$ cat config.mk
export PLATFORM = sky130hd
export DESIGN_NAME = pinio_ctrl
export DESIGN_NICKNAME = d
export VERILOG_FILES = /design/src/rtl/pinio_pkg.sv /design/src/rtl/pinio_sync.sv /design/src/rtl/pinio_regs.sv /design/src/rtl/pinio_mux.sv /design/src/rtl/pinio_ctrl.sv
export SDC_FILE = /design/constraint.sdc
export NUM_CORES = 1
export LEC_CHECK = 0
export CAP_MARGIN = 20
export CORE_MARGIN = 3
export CORE_UTILIZATION = 45
export CTS_BUF_LIST = sky130_fd_sc_hd__clkbuf_4 sky130_fd_sc_hd__clkbuf_8 sky130_fd_sc_hd__clkbuf_16
export DETAILED_ROUTE_END_ITERATION = 10
export DONT_BUFFER_PORTS = 1
export SLEW_MARGIN = 20
export SYNTH_ARGS = -nofsm -noshare
export SYNTH_HDL_FRONTEND = slang
export SYNTH_SLANG_ARGS = --single-unit
export TNS_END_PERCENT = 50
$ cat constraint.sdc
create_clock -name clk -period 1.6 [get_ports clk]
set_input_delay 0.08 -clock clk [delete_from_list [all_inputs] [get_ports clk]]
set_output_delay 0.08 -clock clk [all_outputs]
set_load 0.05 [all_outputs]
$ cat src/rtl/pinio_pkg.sv
`timescale 1ns/1ps
package pinio_pkg;
    localparam int NUM_REGS = 17;

    // Register order is visible to software: keep it fixed.
    typedef enum logic [4:0] {
        RG_IN_VAL  = 5'd0,
        RG_IN_EN   = 5'd1,
        RG_OUT_EN  = 5'd2,
        RG_OUT_VAL = 5'd3,
        RG_PULL    = 5'd4,
        RG_DRIVE   = 5'd5,
        RG_RISE_IE = 5'd6,
        RG_RISE_IP = 5'd7,
        RG_FALL_IE = 5'd8,
        RG_FALL_IP = 5'd9,
        RG_HIGH_IE = 5'd10,
        RG_HIGH_IP = 5'd11,
        RG_LOW_IE  = 5'd12,
        RG_LOW_IP  = 5'd13,
        RG_ALT_EN  = 5'd14,
        RG_ALT_SEL = 5'd15,
        RG_OUT_INV = 5'd16
    } reg_idx_e;
endpackage

$ cat src/rtl/pinio_sync.sv
`timescale 1ns/1ps
module pinio_sync #(
    parameter int N = 32
) (
    input  logic         clk,
    input  logic         rst_n,
    input  logic [N-1:0] async_in,
    output logic [N-1:0] sync_out
);
    typedef struct packed {
        logic [N-1:0] s1;
        logic [N-1:0] s2;
    } sync_t;

    sync_t st_d, st_q;

    always_comb begin
        st_d    = st_q;
        st_d.s1 = async_in;
        st_d.s2 = st_q.s1;
    end

    always_ff @(posedge clk or negedge rst_n) begin
        if (!rst_n) st_q <= '0;
        else        st_q <= st_d;
    end

    assign sync_out = st_q.s2;
endmodule

$ cat src/rtl/pinio_regs.sv
`timescale 1ns/1ps
module pinio_regs
    import pinio_pkg::*;
#(
    parameter int N      = 32,
    parameter int ADDR_W = 7
) (
    input  logic              clk,
    input  logic              rst_n,
    input  logic              bus_wr,
    input  logic [ADDR_W-1:0] bus_addr,
    input  logic [N-1:0]      bus_wdata,
    output logic [N-1:0]      bus_rdata,
    input  logic [N-1:0]      in_sync,
    output logic [N-1:0]      out_en,
    output logic [N-1:0]      out_val,
    output logic [N-1:0]      pull_en,
    output logic [N-1:0]      drive_sel,
    output logic [N-1:0]      alt_en,
    output logic [N-1:0]      alt_sel,
    output logic [N-1:0]      out_inv,
    output logic [N-1:0]      irq
);
    localparam int IDX_W = ADDR_W - 2;

    typedef struct packed {
        logic [NUM_REGS-1:0][N-1:0] bank;
    } regs_t;

    regs_t             r_d, r_q;
    logic [IDX_W-1:0]  idx;
    logic [N-1:0]      cur_lvl, prev_lvl;
    logic [N-1:0]      clr_rise, clr_fall, clr_high, clr_low;

    assign idx = bus_addr[ADDR_W-1:2];

    function automatic logic [N-1:0] clear_mask(input logic wr, input logic [IDX_W-1:0] a,
                                                input reg_idx_e which, input logic [N-1:0] data);
        return (wr && a == IDX_W'(which)) ? data : '0;
    endfunction

    always_comb begin
        cur_lvl  = in_sync & r_q.bank[RG_IN_EN];
        prev_lvl = r_q.bank[RG_IN_VAL];
        clr_rise = clear_mask(bus_wr, idx, RG_RISE_IP, bus_wdata);
        clr_fall = clear_mask(bus_wr, idx, RG_FALL_IP, bus_wdata);
        clr_high = clear_mask(bus_wr, idx, RG_HIGH_IP, bus_wdata);
        clr_low  = clear_mask(bus_wr, idx, RG_LOW_IP,  bus_wdata);

        r_d = r_q;
        for (int k = 0; k < NUM_REGS; k++) begin
            if (bus_wr && idx == IDX_W'(k)) r_d.bank[k] = bus_wdata;
        end
        // Sampled and pending words override any plain store above.
        r_d.bank[RG_IN_VAL]  = cur_lvl;
        r_d.bank[RG_RISE_IP] = (r_q.bank[RG_RISE_IP] & ~clr_rise) | (cur_lvl & ~prev_lvl);
        r_d.bank[RG_FALL_IP] = (r_q.bank[RG_FALL_IP] & ~clr_fall) | (~cur_lvl & prev_lvl);
        r_d.bank[RG_HIGH_IP] = (r_q.bank[RG_HIGH_IP] & ~clr_high) | cur_lvl;
        r_d.bank[RG_LOW_IP]  = (r_q.bank[RG_LOW_IP]  & ~clr_low)  | ~cur_lvl;
    end

    always_ff @(posedge clk or negedge rst_n) begin
        if (!rst_n) r_q <= '0;
        else        r_q <= r_d;
    end

    always_comb begin
        bus_rdata = '0;
        for (int k = 0; k < NUM_REGS; k++) begin
            if (idx == IDX_W'(k)) bus_rdata = r_q.bank[k];
        end
    end

    assign out_en    = r_q.bank[RG_OUT_EN];
    assign out_val   = r_q.bank[RG_OUT_VAL];
    assign pull_en   = r_q.bank[RG_PULL];
    assign drive_sel = r_q.bank[RG_DRIVE];
    assign alt_en    = r_q.bank[RG_ALT_EN];
    assign alt_sel   = r_q.bank[RG_ALT_SEL];
    assign out_inv   = r_q.bank[RG_OUT_INV];
    assign irq = (r_q.bank[RG_RISE_IP] & r_q.bank[RG_RISE_IE])
               | (r_q.bank[RG_FALL_IP] & r_q.bank[RG_FALL_IE])
               | (r_q.bank[RG_HIGH_IP] & r_q.bank[RG_HIGH_IE])
               | (r_q.bank[RG_LOW_IP]  & r_q.bank[RG_LOW_IE]);

    assert_inval_gated_R4: assert property (@(posedge clk) disable iff (!rst_n)
        (r_q.bank[RG_IN_VAL] & ~$past(r_q.bank[RG_IN_EN])) == '0);

    assert_rise_caught_R8: assert property (@(posedge clk) disable iff (!rst_n)
        ((r_q.bank[RG_IN_VAL] & ~$past(r_q.bank[RG_IN_VAL])) & ~r_q.bank[RG_RISE_IP]) == '0);

    assert_fall_caught_R8: assert property (@(posedge clk) disable iff (!rst_n)
        ((~r_q.bank[RG_IN_VAL] & $past(r_q.bank[RG_IN_VAL])) & ~r_q.bank[RG_FALL_IP]) == '0);

    assert_level_caught_R9: assert property (@(posedge clk) disable iff (!rst_n)
        1'b1 |=> ((~r_q.bank[RG_IN_VAL] & ~r_q.bank[RG_LOW_IP])
                 | (r_q.bank[RG_IN_VAL] & ~r_q.bank[RG_HIGH_IP])) == '0);

    assert_rise_cleared_R10: assert property (@(posedge clk) disable iff (!rst_n)
        (bus_wr && idx == IDX_W'(RG_RISE_IP)) |=>
        (r_q.bank[RG_RISE_IP] & $past(bus_wdata)
         & ~(r_q.bank[RG_IN_VAL] & ~$past(r_q.bank[RG_IN_VAL]))) == '0);

    assert_irq_quiet_R11: assert property (@(posedge clk) disable iff (!rst_n)
        ((r_q.bank[RG_RISE_IE] | r_q.bank[RG_FALL_IE] | r_q.bank[RG_HIGH_IE]
          | r_q.bank[RG_LOW_IE]) == '0) |-> (irq == '0));
endmodule

$ cat src/rtl/pinio_mux.sv
`timescale 1ns/1ps
module pinio_mux #(
    parameter int N = 32
) (
    input  logic [N-1:0] out_val,
    input  logic [N-1:0] out_en,
    input  logic [N-1:0] out_inv,
    input  logic [N-1:0] alt_en,
    input  logic [N-1:0] alt_sel,
    input  logic [N-1:0] alt0_out,
    input  logic [N-1:0] alt0_oe,
    input  logic [N-1:0] alt1_out,
    input  logic [N-1:0] alt1_oe,
    output logic [N-1:0] pad_out,
    output logic [N-1:0] pad_oe
);
    for (genvar i = 0; i < N; i++) begin : g_pin
        logic alt_lvl, alt_dir, src_lvl;
        assign alt_lvl    = alt_sel[i] ? alt1_out[i] : alt0_out[i];
        assign alt_dir    = alt_sel[i] ? alt1_oe[i]  : alt0_oe[i];
        assign src_lvl    = alt_en[i]  ? alt_lvl     : out_val[i];
        assign pad_out[i] = src_lvl ^ out_inv[i];
        assign pad_oe[i]  = alt_en[i]  ? alt_dir     : out_en[i];
    end
endmodule

$ cat src/rtl/pinio_ctrl.sv
`timescale 1ns/1ps
module pinio_ctrl #(
    parameter int N      = 32,
    parameter int ADDR_W = 7
) (
    input  logic              clk,
    input  logic              rst_n,
    input  logic              bus_wr,
    input  logic [ADDR_W-1:0] bus_addr,
    input  logic [N-1:0]      bus_wdata,
    output logic [N-1:0]      bus_rdata,
    input  logic [N-1:0]      pad_in,
    output logic [N-1:0]      pad_out,
    output logic [N-1:0]      pad_oe,
    output logic [N-1:0]      pad_pull,
    output logic [N-1:0]      pad_drive,
    input  logic [N-1:0]      alt0_out,
    input  logic [N-1:0]      alt0_oe,
    input  logic [N-1:0]      alt1_out,
    input  logic [N-1:0]      alt1_oe,
    output logic [N-1:0]      irq
);
    logic [N-1:0] in_sync, out_en, out_val, alt_en, alt_sel, out_inv;

    pinio_sync #(.N(N)) u_sync (
        .clk(clk), .rst_n(rst_n), .async_in(pad_in), .sync_out(in_sync)
    );

    pinio_regs #(.N(N), .ADDR_W(ADDR_W)) u_regs (
        .clk(clk), .rst_n(rst_n),
        .bus_wr(bus_wr), .bus_addr(bus_addr), .bus_wdata(bus_wdata), .bus_rdata(bus_rdata),
        .in_sync(in_sync),
        .out_en(out_en), .out_val(out_val), .pull_en(pad_pull), .drive_sel(pad_drive),
        .alt_en(alt_en), .alt_sel(alt_sel), .out_inv(out_inv), .irq(irq)
    );

    pinio_mux #(.N(N)) u_mux (
        .out_val(out_val), .out_en(out_en), .out_inv(out_inv),
        .alt_en(alt_en), .alt_sel(alt_sel),
        .alt0_out(alt0_out), .alt0_oe(alt0_oe), .alt1_out(alt1_out), .alt1_oe(alt1_oe),
        .pad_out(pad_out), .pad_oe(pad_oe)
    );
endmodule

# Word-level counts from Yosys, hierarchy flattened
# Index checks and enable logic that the tools add are counted.
[classes]
addsub = 0
mul = 0
div = 0
n_lt_le_gt_ge = 0
eq_ne = 16
shifts = 0
muxes = 149
n_bitwise = 56
reduce_logical = 17
[ops]
columns = ["op", "n"]
rows = [
  ["$mux 32", 21],
  ["$and 32x32->32", 11],
  ["$or 32x32->32", 7],
  ["$not 32->32", 6],
  ["$mux 1", 128],
  ["$eq 5x4->1 const B", 8],
  ["$xor 1x1->1", 32],
  ["$eq 5x3->1 const B", 4],
  ["$logic_and 1x1->1", 16],
  ["$eq 5x2->1 const B", 2],
  ["$eq 5x1->1 const B", 1],
  ["$eq 5x5->1 const B", 1],
  ["$logic_not 5->1", 1],
]
[word_totals]
ff_bits = 608
latch_bits = 0
ram_bits = 0
romBits = 0
inputBits = 202
out_inout_bits = 192
elab_cells = 257
n_memories = 0

# Longest topological paths before layout
# Gate-level depths: netlist of run 1.
[depth]
ltp_word = 18
ltp_mapped = 11
mapped_depth_nobuf = 6

# Modules after synthesis
# From an unflattened synthesis of run 1, not the netlist that was laid out.
[unflattened]
cells_unflattened = 2934
area_unflattened_um2 = 30666.9
[by_module_without_submodules]
columns = ["mod", "instances", "cells_each", "area_each_um2", "seq_area_each_um2"]
rows = [
  ["pinio_regs", 1, 2646, 27584.0, 13613.1],
  ["pinio_sync", 1, 64, 1601.5, 1601.5],
  ["pinio_mux", 1, 224, 1481.4, 0.0],
]

# Least setup slack after synthesis of run 1
# No wires, ideal clock.
[synth_timing]
path_kind = "input -> output"
startpoint = "input bus_addr[2]"
endpoint = "output bus_rdata[20]"
arrival_time_ns = 2.823
t_required_ns = 1.520
path_slack_ns = -1.303
stages = 8
n_path_buf = 4
cell_sequence = "buf_2 -> buf_6 -> and2_1 -> buf_2 -> nand2_1 -> buf_4 -> o22ai_1 -> o41ai_1"
[synth_via]
elab_chain_len = 18
elab_cells_between_ends = 34
cone_classes = "eq/ne: 16; mux: 17; reduce/logical: 1"
[synth_lines]
columns = ["item", "line_no", "rtl"]
rows = [
  ["start: declaration", "pinio_ctrl.sv:9", "input logic [ADDR_W-1:0] bus_addr,"],
  ["$logic_not 5->1", "n/a", ""],
  ["$mux 32 (16 in series)", "pinio_regs.sv:70", "if (idx == IDX_W'(k)) bus_rdata = r_q.bank[k];"],
  ["$mux 32 (*)", "pinio_regs.sv:70", ""],
  ["end: declaration", "pinio_ctrl.sv:11", "output logic [N-1:0] bus_rdata,"],
]
# Every way passes the cells marked *; elsewhere a longest branch is shown, timed or not.

# Worst setup path in the final report of run 1
[layout_timing]
startpoint = "register u_regs.r_q[360] (netlist bit)"
endpoint = "output bus_rdata[8]"
[layout_via]
elab_chain_len = 6
[layout_lines]
columns = ["item", "line_no", "rtl"]
rows = [
  ["start: declaration", "pinio_regs.sv:30", "regs_t r_d, r_q;"],
  ["start signal: assignment", "pinio_regs.sv:64", "else r_q <= r_d;"],
  ["$mux 32 (6 in series)", "pinio_regs.sv:70", ""],
]
# Every way passes these cells.

==> metrics.md, run 1 <==
| Metric | Value |
|---|---|
| Largest net degree at the start of global routing | 609 |
| Total number of yosys warnings | 0 |
| Rel. slew slack | -51.5% |
| Stages on the worst setup path | 8 |
| Top area cells in the synthesized netlist | dfrtp_1, mux2_2, nand2_1, mux2i_1, a22oi_1 |
| Drt first pass iters | 6 |
| Die area | 69500 µm² |
| Antenna Cells | 0 |
| Final Util | 61.5% |
| Pwr/cell area | 1310 nW/µm² |
| Syn nets | 2894 |
| Outcome | finished with violations |
| VDD IR max | 0.00115 V |
| Clk buf depth | 3 |
| Post-route ant nets | 0 |
| Wire length of the first global-routing pass | 176000 µm |
| Skew-Pair Late Insertion Delay | 610 ps |
| Terminus of the critical flop-to-flop path | u_regs.alt_en[7]$_DFFE_PN0P_ |
| Worst reg2reg path depth | 2 |
| Yosys top cell by area | dfrtp_1 |
| Worst setup path end | bus_rdata[8] |
| Total grt overflow | 0 |
| Worst r2r src | u_regs.alt_en[7]$_DFFE_PN0P_ |
| CTS sink count | 608 |
| Layout cells sized above 1 | 43.0% |
| CTS hold repair buffers | 73 |
| Layout Area Growth over Synthesis | 33.9% |
| WP buf/inv | 2 |
| CTS root buffer | clkbuf_16 |
| Initial core utilization | 45.9% |
| Post-synthesis sequential area ratio | 50.9% |
| Path category of the worst min-delay check | primary input to async pin |
| Worst hold slack | -833 ps |
| Worst Setup SP | u_regs.r_q[360]$_DFF_PN0_ |
| Vias | 25.3k |
| Final period util | 158% |
| Htree depth | 3 |
| Design Power | 52.5 mW |
| Rows | 93 |
| Setup Crit Path Kind | flop to output pin |
| Setup slack after layout | -933 ps |
| Vias per std cell | 6.19 |
| Post-synthesis cell area | 29900 µm² |
| Post-synth top cells | dfrtp_1, nand2_1, mux2_2 |
| CP max FO | 2 |
| Setup TNS Final | -31670 ps |
| Slowest stage cell on the critical path | o41ai_4 |
| Arr. time, crit path | 2450 ps |
| Chip Width | 264 µm |
| Design area | 40000 µm² |
| Worst setup EP type | output pin |
| Async SR Flop Fraction | 100% |
| Startpoint types | flop |
| Count of flip-flops with a built-in enable after synthesis | 0 |
| Initial antenna violation count | 2 |
| Overall track demand over capacity in global routing | 34.1% |
| Critical Path RT | 1520 ps |
| Main synth FF type | dfrtp_1 |
| Distinct cells, synth | 82 |
| FILL cells | 5148 |
| Crit path max-delay family | compound AO/OA/AOI/OAI gates |
| Critical Path Max Stage Delay | 410 ps |
| Fmax | 0.395 GHz |
| Routed wire per std cell | 29.9 µm |
| Worst reg-to-reg setup slack | 120 ps |
| Cell count after synthesis | 2692 |
| Worst slew pin tran | 2270 ps |
| Syn_area_per_cell | 11.1 µm² |
| Cells along the critical path | and3b_1 > o21ai_2 > o211ai_1 > a31oi_2 > a2111oi_2 > buf_4 > o41ai_4 > buf_12 |
| Post-layout min period | 2530 ps |
| Seq cells post-synth | 608 |
| Boundary Pins | 394 |
| Clock skew | 19.6 ps |
| Top-area cell type share of the netlist area | 50.9% |
| Vias in the first global route | 25.7k |
| Top-count cell post-synth | dfrtp_1 |
| PortBufs | 0 |
| Cts bufs inserted | 68 |
| Area of the core | 65000 µm² |
| DRT iter0 DRCs | 2617 |
| Die H | 264 µm |
| DRC violations left | 0 |
| Pins Over Slew Limit | 244 |
| Final hold vios | 608 |
| Setup repair after global routing missed its margin | true |
| Final Setup Violations | 116 |
| GP Congestion | 0.943 |
| Failing checks | negative hold slack, max-slew violations, negative setup slack |
| CTS tree | done |
| DP HPWL | 82000 µm |
| Placed Area | 35100 µm² |
| Reg clk slew, reported paths | 60 ps |
| Max Cap Viol | 0 |
| Final Net Count | 3386 |
| Leakage power | 18.2 nW |
| Drt total wl | 122000 µm |
[power by group]
| group | internal [mW] | switching (mW) | total, mW |
|---|---|---|---|
| combinational | 6.58 | 9.56 | 16.1 |
| sequential | 17.8 | 2.62 | 20.4 |
| clock | 9.34 | 6.59 | 15.9 |
| total | 33.7 | 18.8 | 52.5 |
[registers in the layout, summed over array words and instances, names as in the netlist]
signal / count
u_regs.alt_en: 32
u_regs.alt_sel: 32
u_regs.drive_sel: 32
u_regs.out_en: 32
u_regs.out_inv: 32
u_regs.out_val: 32
u_regs.prev_lvl: 32
u_regs.pull_en: 32
u_regs.r_q: 288
u_sync.st_d: 32
u_sync.sync_out: 32
[cells by family after synthesis]
logic type	synth area share (%)
compound gates	14.8
buf+inv	5.21
simple gates	9.49
xor+xnor	0.938
flops	50.9
mux	18.6
[cell type report]
type	instances	area (µm²)	share of cell area (%)
Sequential cell	608	15300	38.1
Multi-Input combinational cell	1804	14800	36.9
Timing Repair Buffer	661	6500	16.3
Clock buffer	98	2070	5.18
Tap cell	855	1070	2.67
Clock inverter	18	180	0.451
Inverter	41	154	0.385
[worst min path at each step]
stage	cells after the start	to	startpoint
floorplan	0	u_regs.alt_en[0]$_DFFE_PN0P_	rst_n
global placement	0	u_sync.sync_out[14]$_DFF_PN0_	rst_n
detailed placement	0	u_sync.st_d[14]$_DFF_PN0_	rst_n
CTS	0	u_regs.out_inv[21]$_DFFE_PN0P_	rst_n
global route	0	u_sync.st_d[14]$_DFF_PN0_	rst_n
finish	0	u_sync.st_d[14]$_DFF_PN0_	rst_n
[repair_timing]
action	in CTS	in global routing
endpoints found under the hold margin	1152	608
pin swaps	176	98
endpoints found under the setup margin	128	451
resized for setup	208	144
buffers inserted	50	37
[cell usage in the layout (no fill, tap or decap), types with 15 or more instances in the layout]
master / count
xor2_1: 32
nand2_1: 334
o21ai_0: 45
a221oi_2: 17
nor2_1: 129
a22oi_1: 54
inv_1: 40
nand2_4: 21
mux2_1: 63
dfrtp_1: 578
buf_4: 439
a21oi_1: 98
clkbuf_8: 15
o21ai_1: 26
dlygate4sd3_1: 69
a22oi_2: 52
o22ai_1: 40
a21oi_2: 41
mux2_2: 333
o2bb2ai_1: 20
mux2i_1: 86
nand2_2: 28
buf_12: 91
a22o_1: 38
a21o_1: 30
buf_6: 60
a222oi_1: 15
dfrtp_2: 30
clkbuf_16: 71
nand3_1: 17
[worst register-to-register path: cells and delay by family (launching register included)]
family | cells | cell delay (ps)
buffers and inverters | 1 | 570
multiplexers | 1 | 320
flip-flops | 1 | 470
[metrics by stage]
step                      std cells  hold slack, ps  worst slack, ps
after floorplan                2692            -216             -385
after global placement         3824            -189             -427
after detailed placement       3824            -183             -448
after CTS                      4059            -841             -965
after global routing           4085            -853            -1010
final                          4085            -833             -933
[per-layer routing]
layer / share of wire, % / vias to the layer above / GRT usage, %
li1: - / 10700 / -
met1: 41 / 12900 / 45.6
met2: 46 / 1291 / 54.1
met3: 8.2 / 332 / 6.96
met4: 4.9 / 2 / 14.7
met5: 0.011 / - / 0
Power figures use the tool's default switching activity.
==> run 2: changes to the inputs <==
--- a/config.mk
+++ b/config.mk
@@ -11,6 +11,7 @@
 export CTS_BUF_LIST = sky130_fd_sc_hd__clkbuf_4 sky130_fd_sc_hd__clkbuf_8 sky130_fd_sc_hd__clkbuf_16
 export DETAILED_ROUTE_END_ITERATION = 10
 export DONT_BUFFER_PORTS = 1
+export MAX_ROUTING_LAYER = met4
 export SLEW_MARGIN = 20
 export SYNTH_ARGS = -nofsm -noshare
 export SYNTH_HDL_FRONTEND = slang
==> constraint.sdc (replaced) <==
create_clock -name clk -period 1.6 [get_ports clk]
set_input_delay 0.08 -clock clk [delete_from_list [all_inputs] [get_ports clk]]
set_output_delay 0.08 -clock clk [all_outputs]
set_load 0.1 [all_outputs]
==> metrics.md, run 2 (same netlist as run 1, synthesis figures left out) <==
| Metric | Value |
|---|---|
| Outcome | finished with violations |
| Failing checks | negative hold slack, max-slew violations, negative setup slack |
| DRT iter0 DRCs | 2930 (+12%) |
| CTS sink count | 608 (unchanged) |
| Clk buf depth | 3 (unchanged) |
| Worst setup EP type | output pin |
| Chip Width | 264 µm (unchanged) |
| Setup slack after layout | -996 ps (-63.7 ps) |
| Clock skew | 21.0 ps (+1.35 ps) |
| Fmax | 0.385 GHz (-2.5%) |
| Initial antenna violation count | 2 (unchanged) |
| Drt first pass iters | 6 (unchanged) |
| Final period util | 162% (+4.0 points) |
| Vias per std cell | 6.20 (+0.20%) |
| Vias in the first global route | 26.2k (+2.1%) |
| Die area | 69500 µm² (unchanged) |
| Final Net Count | 3440 (+1.6%) |
| Most frequent cells in the layout | dfrtp_1, buf_4, nand2_1 |
| Worst slew pin tran | 3930 ps (+1660 ps) |
| Post-route ant nets | 0 (unchanged) |
| Arr. time, crit path | 2520 ps (+70 ps) |
| Pwr/cell area | 1500 nW/µm² (+14%) |
| GP Congestion | 0.971 (+2.9%) |
| P_sw | 25.1 mW (+34%) |
| DRC violations left | 0 (unchanged) |
| Seq pwr share | 32.7% (-6.2 points) |
| Reg clk slew, reported paths | 60 ps (about the same) |
| Leakage power | 18.8 nW (+3.5%) |
| Layout Area Growth over Synthesis | 40.4% |
| Antenna Cells | 0 (unchanged) |
| Worst hold slack | -812 ps (+20.6 ps) |
| Overall track demand over capacity in global routing | 36.2% (+2.1 points) |
| Dpl ws | -636 ps (-188 ps) |
| Post-layout min period | 2600 ps (+63.7 ps) |
| Wire length of the first global-routing pass | 181000 µm (+3.1%) |
| Final hold vios | 360 (-41%) |
| Layout cells sized above 1 | 43.9% (+0.91 points) |
| Clock share of power | 28.0% (-2.3 points) |
| Drt total wl | 125000 µm (+2.1%) |
| Rows | 93 (unchanged) |
| Boundary Pins | 394 (unchanged) |
| Die H | 264 µm (unchanged) |
| CTS hold repair buffers | 73 (unchanged) |
| CP max FO | 2 (unchanged) |
| Routed wire per std cell | 30.1 µm (+0.70%) |
| Final Setup Violations | 523 (+350%) |
| Path category of the worst min-delay check | primary input to async pin |
| Terminus of the critical flop-to-flop path | u_regs.pull_en[3]$_DFFE_PN0P_ |
| Vias | 25.7k (+1.6%) |
| Startpoint types | flop |
| Worst r2r src | u_regs.pull_en[3]$_DFFE_PN0P_ |
| PortBufs | 0 (unchanged) |
| Critical Path RT | 1520 ps (about the same) |
| DP HPWL | 83900 µm (+2.3%) |
| Worst reg-to-reg setup slack | 390 ps (+270 ps) |
| Largest register FFs | 288 (unchanged) |
| Most common cell after layout, fill and taps aside | dfrtp_1 |
| CTS tree | done |
| Largest net degree at the start of global routing | 609 (unchanged) |
| Area of the core | 65000 µm² (unchanged) |
| Combinational Power Share | 39.3% (+8.6 points) |
| Rel. slew slack | -162% (-110 points) |
| CTS root buffer | clkbuf_16 |
| Initial core utilization | 45.9% (unchanged) |
| Sw frac | 39.9% (+4.2 points) |
| Cts bufs inserted | 69 (+1.5%) |
| Pins Over Slew Limit | 510 (+110%) |
| Final non-filler cell total | 4143 (+1.4%) |
| Skew-Pair Late Insertion Delay | 620 ps (about the same) |
| Total grt overflow | 0 (unchanged) |
| Placed cells | 3911 (+2.3%) |
| Biggest register | u_regs.r_q |
| Max Cap Viol | 0 (unchanged) |
| P_int | 37.8 mW (+12%) |
| VDD IR max | 0.00153 V (+32%) |
| Htree depth | 3 (unchanged) |
| Design Power | 62.9 mW (+20%) |
| Worst reg2reg path depth | 3 (+1) |
| Setup Crit Path Kind | flop to output pin |
| Setup repair after global routing missed its margin | true |
==> run 2: critical path: stages (launching register included) <==
cell	delay (ps)
dfrtp_1	380
nand2b_1	120
a211oi_2	100
buf_4	150
a221oi_2	190
o311a_1	290
nor3_4	70
buf_4	150
a211o_1	270
buf_12	180
==> run 2: what timing repair did <==
action	CTS	global route
setup endpoints to repair	128	150
endpoints found under the hold margin	1152	608
gates cloned	0	0
resized for setup	228	102
buffers inserted	41	15
pin swaps	140	67
==> run 2: worst max path at each step <==
| stage | from | end | slack, ps | depth (start not counted) |
|---|---|---|---|---|
| after global routing | u_regs.r_q[360]$_DFF_PN0_ | bus_rdata[8] | -1100 | 7 |
| after detailed placement | bus_addr[2] | bus_rdata[0] | -640 | 8 |
| after floorplan | bus_addr[2] | bus_rdata[12] | -840 | 8 |
| final | u_regs.r_q[287]$_DFFE_PN0P_ | bus_rdata[31] | -1000 | 9 |
| after global placement | bus_addr[2] | bus_rdata[0] | -660 | 8 |
| after CTS | u_regs.r_q[287]$_DFFE_PN0P_ | bus_rdata[31] | -1030 | 9 |
==> run 2: metrics by stage <==
step	setup TNS [ps]	instance area, µm²	utilization, %
6_report	-204960	42000	64.5
5_1_grt	-47450	42000	64.5
4_1_cts	-44030	41500	63.8
3_5_place_dp	-101990	37100	57.0
3_3_place_gp	-95970	37100	57.0
2_1_floorplan	-23360	31200	-
==> run 2: area by class of cell <==
| type | count | area [µm²] |
|---|---|---|
| Fill cell | 4921 | 23100 |
| Multi-Input combinational cell | 1804 | 15300 |
| Sequential cell | 608 | 15200 |
| Timing Repair Buffer | 714 | 7700 |
| Clock buffer | 91 | 1980 |
| Tap cell | 855 | 1070 |
| Clock inverter | 30 | 510 |
| Inverter | 41 | 154 |
==> run 2: power groups by stage <==
stage	registers, mW	logic (mW)	clock network (mW)
finish	20.5	24.7	17.6
detailed placement	20.6	22.7	0
floorplan	19.7	16.3	0
global route	20.8	25.5	18.4
CTS	20.4	24.3	17.8
global placement	20.5	22.5	0
==> run 2: per-layer routing <==
layer | vias up | wire (µm) | track usage (%) | part of all wire, %
met5 | - | 0 | - | 0
met4 | 0 | 5430 | 14.2 | 4.4
met3 | 293 | 12000 | 7.97 | 9.6
met2 | 1469 | 56300 | 53.7 | 45
met1 | 13100 | 51100 | 48.6 | 41
li1 | 10800 | - | - | -
